--- src/rtl/prg_bank_mapper.sv ---
module prg_bank_mapper #(
  parameter logic [7:0] BANK_INIT = 8'hFF,
  parameter logic [7:0] MODE_INIT = 8'h00
) (
  input  logic        clk,
  input  logic        rst_n,
  input  logic [15:0] cpu_addr,
  input  logic [7:0]  cpu_wdata,
  input  logic        cpu_wr,
  output logic [7:0]  bank_out,
  output logic        rom_sel
);

  logic [7:0] bank_r [4];
  logic [7:0] mode_r [4];

  wire bank_hit = cpu_addr[15:12] == 4'h8;
  wire mode_hit = cpu_addr[15:12] == 4'hD;

  always_ff @(posedge clk or negedge rst_n) begin
    if (!rst_n) begin
      for (int i = 0; i < 4; i++) begin
        bank_r[i] <= BANK_INIT;
        mode_r[i] <= MODE_INIT;
      end
    end else if (cpu_wr) begin
      if (bank_hit) bank_r[cpu_addr[1:0]] <= cpu_wdata;
      if (mode_hit) mode_r[cpu_addr[1:0]] <= cpu_wdata;
    end
  end

  wire [2:0] layout = mode_r[0][2:0];
  wire       low_en = mode_r[0][7];
  wire [1:0] outer  = mode_r[3][2:1];
  wire [1:0] slot   = cpu_addr[14:13];
  wire [7:0] r3     = bank_r[3];
  wire       in_hi  = cpu_addr[15];
  wire       in_low = cpu_addr[15:13] == 3'b011;

  logic [5:0] idx;

  always_comb begin
    case (layout)
      3'd0, 3'd4: begin
        if (in_low) idx = {r3[3:0], 2'b11};
        else        idx = {(layout[2] ? r3[3:0] : 4'hF), slot};
      end
      3'd1, 3'd5: begin
        if (in_low)        idx = {r3[4:0], 1'b1};
        else if (!slot[1]) idx = {bank_r[1][4:0], slot[0]};
        else               idx = {(layout[2] ? r3[4:0] : 5'h1F), slot[0]};
      end
      default: begin
        if (in_low)          idx = r3[5:0];
        else if (slot == 2'd3) idx = layout[2] ? r3[5:0] : 6'h3F;
        else                 idx = bank_r[slot][5:0];
      end
    endcase
  end

  assign rom_sel  = in_hi | (in_low & low_en);
  assign bank_out = rom_sel ? {outer, idx} : 8'h00;

  logic unused_bits;
  assign unused_bits = ^{mode_r[1], mode_r[2], mode_r[3], mode_r[0], cpu_addr[11:2],
                         bank_r[0][7:6], bank_r[1][7:6], bank_r[2][7:6]};

  AST_LOW_SPACE_OFF: assert property (@(posedge clk) disable iff (!rst_n)
    (cpu_addr < 16'h6000) |-> (!rom_sel && bank_out == 8'h00));

  AST_LAST_FIXED: assert property (@(posedge clk) disable iff (!rst_n)
    (!layout[2] && cpu_addr[15:13] == 3'b111) |-> (bank_out[5:0] == 6'h3F));

  AST_OUTER_TOP: assert property (@(posedge clk) disable iff (!rst_n)
    (in_hi && $past(cpu_wr && mode_hit && cpu_addr[1:0] == 2'd3))
      |-> (bank_out[7:6] == $past(cpu_wdata[2:1])));

  AST_BANK_WRITE: assert property (@(posedge clk) disable iff (!rst_n)
    (cpu_wr && bank_hit && cpu_addr[1:0] == 2'd2) |=> (bank_r[2] == $past(cpu_wdata)));

  AST_RESET_STATE: assert property (@(posedge clk)
    !rst_n |=> (bank_r[0] == BANK_INIT && bank_r[3] == BANK_INIT && mode_r[0] == MODE_INIT));

endmodule

--- config.mk ---
export PLATFORM = sky130hd
export DESIGN_NAME = prg_bank_mapper
export DESIGN_NICKNAME = d
export VERILOG_FILES = /design/src/rtl/prg_bank_mapper.sv
export SDC_FILE = /design/constraint.sdc
export NUM_CORES = 1
export LEC_CHECK = 0
export CAP_MARGIN = 20
export CORE_MARGIN = 10
export CORE_UTILIZATION = 50
export DETAILED_ROUTE_END_ITERATION = 12
export DONT_BUFFER_PORTS = 1
export REMOVE_ABC_BUFFERS = 1
export SYNTH_ARGS = -nofsm -noshare
export SYNTH_HDL_FRONTEND = slang
export SYNTH_SLANG_ARGS = --single-unit
--- constraint.sdc ---
create_clock -name clk -period 1.2 [get_ports clk]
set_input_delay 0.12 -clock clk [delete_from_list [all_inputs] [get_ports clk]]
set_output_delay 0.12 -clock clk [all_outputs]
set_load 0.03 [all_outputs]
# Word level (Yosys, flattened, before mapping)
# Index checks and enable logic that the tools add are counted.
# totals
register_bits	64
input_bits	27
out_inout_bits	9
wordCells	45
# op_classes
n_lt_le_gt_ge	3
eq_ne	7
n_mux	17
n_bitwise	4
n_reduce_logical	6
# op_table
operator	n
32-bit bitwise mux	2
6-bit two-way mux	8
8-bit binary-select mux with 2-bit select	1
8-bit demux with 2-bit select	1
8-bit two-way mux	2
6-bit case mux with 2 select lines	1
4-bit equality test, second input constant	2
3-bit equality test, second input constant	2
3-bit greater-or-equal comparator, second input constant	2
2-bit inverter with 3-bit output	2
5-bit two-way mux	1
4-bit two-way mux	1
2-bit AND reduction	2
2-bit OR reduction	2
3-bit by 1-bit equality test with 1-bit output, second input constant	1
3-bit by 2-bit equality test with 1-bit output, second input constant	1
3-bit zero test	1
3-bit by 1-bit less-than comparator with 1-bit output, second input constant	1
2-bit equality test, second input constant	1
1-bit AND	1
1-bit logical AND	1
1-bit OR	1

# Depth between registers and ports, before layout
# logic_depth
depth_word	8
mapped_depth	6

# Worst setup path after synthesis
# OpenSTA, ideal clock, no wires.
# synth_path
path_type	flip-flop to output port
startpoint	reg mode_r, in the netlist low_en
endpoint	out bank_out[3]
t_arrival_ns	1.694
path_slack_ns	-0.614
path_stages_with_launch	5
path_cell_list	dfrtp_1 > a31oi_1 > inv_1 > nand2_1 > o32ai_1
# synth_between
elab_chain_cells	3
# synth_lines
item	line_no	text
start: declaration	15	logic [7:0] mode_r [4];
start signal: indexed assignment	28	if (mode_hit) mode_r[cpu_addr[1:0]] <= cpu_wdata;
1-bit AND	61	assign rom_sel = in_hi | (in_low & low_en);
1-bit OR	61	
net rom_sel	11	output logic rom_sel
8-bit two-way mux	62	assign bank_out = rom_sel ? {outer, idx} : 8'h00;
end: declaration	10	output logic [7:0] bank_out,
# The timed path passes the listed nets, and every way through them passes these cells.

# Worst setup path in the final report
# layout_path
startpoint	reg mode_r, in the netlist layout[2]
endpoint	out bank_out[2]
# layout_between
elab_chain_cells	5
elab_cells_between_ends	16
cone_classes	3 x eq/ne; 10 x mux; 3 x reduce/logical
# layout_lines
item	line_no	text
6-bit two-way mux or 5-bit two-way mux (tied branches)	55, 51	
6-bit two-way mux, on equally long branches	55, 50	
6-bit two-way mux, on equally long branches	54, 49	
6-bit case mux with 2 select lines *	43	case (layout)
8-bit two-way mux *	62	
# Mark *: on every way between the ends. The rest lies on a longest branch, timed or not.

==> results by group <==
Run status
  • Status: finished with violations
  • Failing checks: negative setup slack

Power
  • Switching share of power: 0.278
  • Clock Power Share: 0.214
  • Comb pwr share: 0.254
  • Worst VDD drop: 0.000808 V
  • Leakage power total: 0.856 nW
  • Tot Pwr: 2.46 mW
  • Psw: 0.686 mW
  • Power Internal: 1.78 mW
  • Power per Cell Area: roughly 1200 nW/um^2
  • Sequential share of power: 0.532

Logic synthesis
  • Post-synthesis cell area: 1590 um^2
  • Post-Synth Adder-Cell Area: 0
  • YS warnings: 0
  • Sequential-to-total area share from yosys stat: 0.491
  • Post-synthesis mux area share: 0.261
  • Post-synth top area share: 0.397
  • Post-synthesis instance total: 133
  • Combinational family with the most area after synthesis: multiplexers
  • Post-synthesis async set-or-reset flop share: 1.00
  • Largest area contributor in the netlist: dfstp_2
  • Prevailing post-synth register cell: dfstp_2
  • Largest cells by area after synthesis: dfstp_2 40%, mux2_2 25%, dfrtp_1 9.4%
  • Post-synthesis compound-gate area fraction: 0.114
  • Post-synthesis simple-gate area fraction: 0.113
  • Avg Cell Area, Syn: 11.9 um^2
  • XOR/XNOR share of the synthesized area: 0
  • Synth cell types: 27
  • Synthesized flop and latch total: 30
  • Number of flops mapped to enable cells by yosys: 0

CTS
  • Sink Count: 30
  • Max clock buf depth: 2
  • H-tree depth: 2
  • Skew-Pair Late Insertion Delay: 0.32 ns
  • CTS Buf Count: 5
  • CTS tree: built
  • Clock slew at reported path FFs: 0.08 ns
  • Clock root buffer: clkbuf_4

Finish
  • Filler cells: around 250
  • Final Cell Area: 2040 um^2
  • Area added between synthesis and finish: 28.3%
  • Antenna diode count: 0
  • Post-layout nets: 200
  • Post-Layout Cell Count: about 220
  • Share of layout cells above drive strength 1: 0.618
  • Final Util: 0.668

GRT
  • GRT Util Overall: 0.141
  • Grt ovf: 0
  • Largest net degree at the start of global routing: 31
  • Initial antenna violation count: 0
  • Vias in the first global route: around 1400
  • First-pass GRT wire length: 6710 um

Timing
  • RSZ-0062 raised after global routing: true
  • Hold Fails Final Rpt: 0
  • Achievable frequency: 570 MHz
  • Worst-case clock skew: 0 ns
  • Final setup vio count: 9
  • Slew @ Worst Pin: 0.302 ns
  • Worst hold margin: 0.0808 ns
  • Worst slew margin: 0.798
  • Final worst path period need: 1.75 ns
  • Fin worst setup slack: -0.553 ns
  • Slew Limit Fails: 0
  • Tcrit/Tclk final: 1.46
  • TNS Setup: -3.87 ns

Setup path
  • Critical Path AT: about 1.6 ns
  • Worst setup EP type: output port
  • Setup crit end: bank_out[2]
  • RR Endpoint: layout[1]$_DFFE_PN0P_
  • Setup CP Type: register to output port
  • Worst Path Required: 1.08 ns
  • CP max FO: 3
  • Worst reg2reg setup slack: 0.26 ns
  • Worst setup path startpoint: layout[2]$_DFFE_PN0P_
  • CP Launch Type: register
  • Reg2Reg Depth: 2
  • R2R Path Start: layout[1]$_DFFE_PN0P_

Min path
  • Hold Crit Start: cpu_addr[0]
  • Worst hold path class: input pin to register

Detailed routing
  • Routed vias/inst: 5.64
  • DRT iter0 DRCs: 39
  • Drc violations: 0
  • Wirelength, routed: 3880 um
  • Vias post-DR: 1224
  • DR WL/cell: 17.9 um
  • Drt pass-1 iters: 6
  • Antenna viol nets, final: 0

Placement
  • Dpl cell area: 1820 um^2
  • Placed insts: 200
  • Dpl ws: -0.324 ns
  • Post-DP HPWL: 2800 um
  • RD Place Congestion: 0.850
  • Port Buffers: 0

Die
  • Core area: 3050 um^2
  • FP Rows: 20
  • Chip width: 76.4 um
  • Effective utilization at floorplan: 0.520
  • # IOs: 36
  • Die area: about 5800 um^2
  • Die Y: ~76 um

Flow run
  • Max Cap Viol: 0
-- critical path: stages (launching register included) --
cell and delay [ns]:
dfrtp_1 0.40, or2b_1 0.28, a31oi_1 0.16, mux2i_1 0.10, o22ai_1 0.19, buf_4 0.20
-- cell usage in the layout, fill, tap and decap left out, types with 3 or more instances in the layout --
cell type,count
dfstp_2,24
mux2_2,35
a21oi_1,4
dfrtp_1,6
dlygate4sd3_1,8
o22ai_1,5
nor2_1,9
clkbuf_4,5
nand2_1,7
buf_4,25
inv_1,3
o21ai_0,7
-- area by class of cell --
cell class                      instances  area (um^2)  area share
Inverter                                4         15.0     0.00737
Multi-Input combinational cell         96          832       0.408
Tap cell                               44         55.1      0.0270
Timing Repair Buffer                   36          310       0.152
Sequential cell                        30          781       0.383
Clock buffer                            7         45.0      0.0221
-- state kept, by name, indices dropped and copies added, names as in the netlist --
signal,count
layout,3
r3,6
bank_r,18
mode_r,2
low_en,1
-- worst min path at each step --
| stage | endpoint | slack (ns) | cells after the start |
|---|---|---|---|
| after floorplan | layout[0]$_DFFE_PN0P_ | -0.18 | 0 |
| after global placement | layout[2]$_DFFE_PN0P_ | -0.17 | 0 |
| after detailed placement | layout[2]$_DFFE_PN0P_ | -0.17 | 0 |
| after CTS | low_en$_DFFE_PN0P_ | 0.07 | 2 |
| after global routing | layout[1]$_DFFE_PN0P_ | 0.05 | 2 |
| final | low_en$_DFFE_PN0P_ | 0.08 | 2 |
-- metal layers --
layer / part of all wire / track usage
met5: 0 / 0
met4: 0.015 / 0.0502
met3: 0.058 / 0.0554
met2: 0.51 / 0.230
met1: 0.42 / 0.165
-- power by group through the flow --
stage	Sequential (mW)	Combinational (mW)	Clock [mW]
2_1_floorplan	1.30	0.356	0
3_3_place_gp	1.31	0.531	0
3_5_place_dp	1.32	0.538	0
4_1_cts	1.31	0.614	0.557
5_1_grt	1.33	0.687	0.601
6_report	1.31	0.626	0.527
-- cells in the mapped netlist (3+ instances only) --
| cell | n |
|---|---|
| a21oi_1 | 4 |
| a31oi_1 | 3 |
| o21ai_0 | 7 |
| mux2_2 | 35 |
| o22ai_1 | 5 |
| o32ai_1 | 3 |
| nor2_1 | 11 |
| nand2_1 | 7 |
| o221ai_1 | 3 |
| dfrtp_1 | 6 |
| inv_1 | 4 |
| dfstp_2 | 24 |
-- kinds of logic after synthesis --
kind of cell	Yosys count
AOI/OAI and AO/OA	28
and+or+nand+nor	31
DFF	30
buffers and inverters	7
muxes	37
-- repair_timing --
action / CTS / global route
hold buffers: 9 / 0
setup buffers: 1 / 1
endpoints found under the hold margin: 60 / 0
resized for setup: 9 / 8
setup endpoints to repair: 9 / 9
pin swaps: 9 / 4
(Power assumes the default switching activity.)
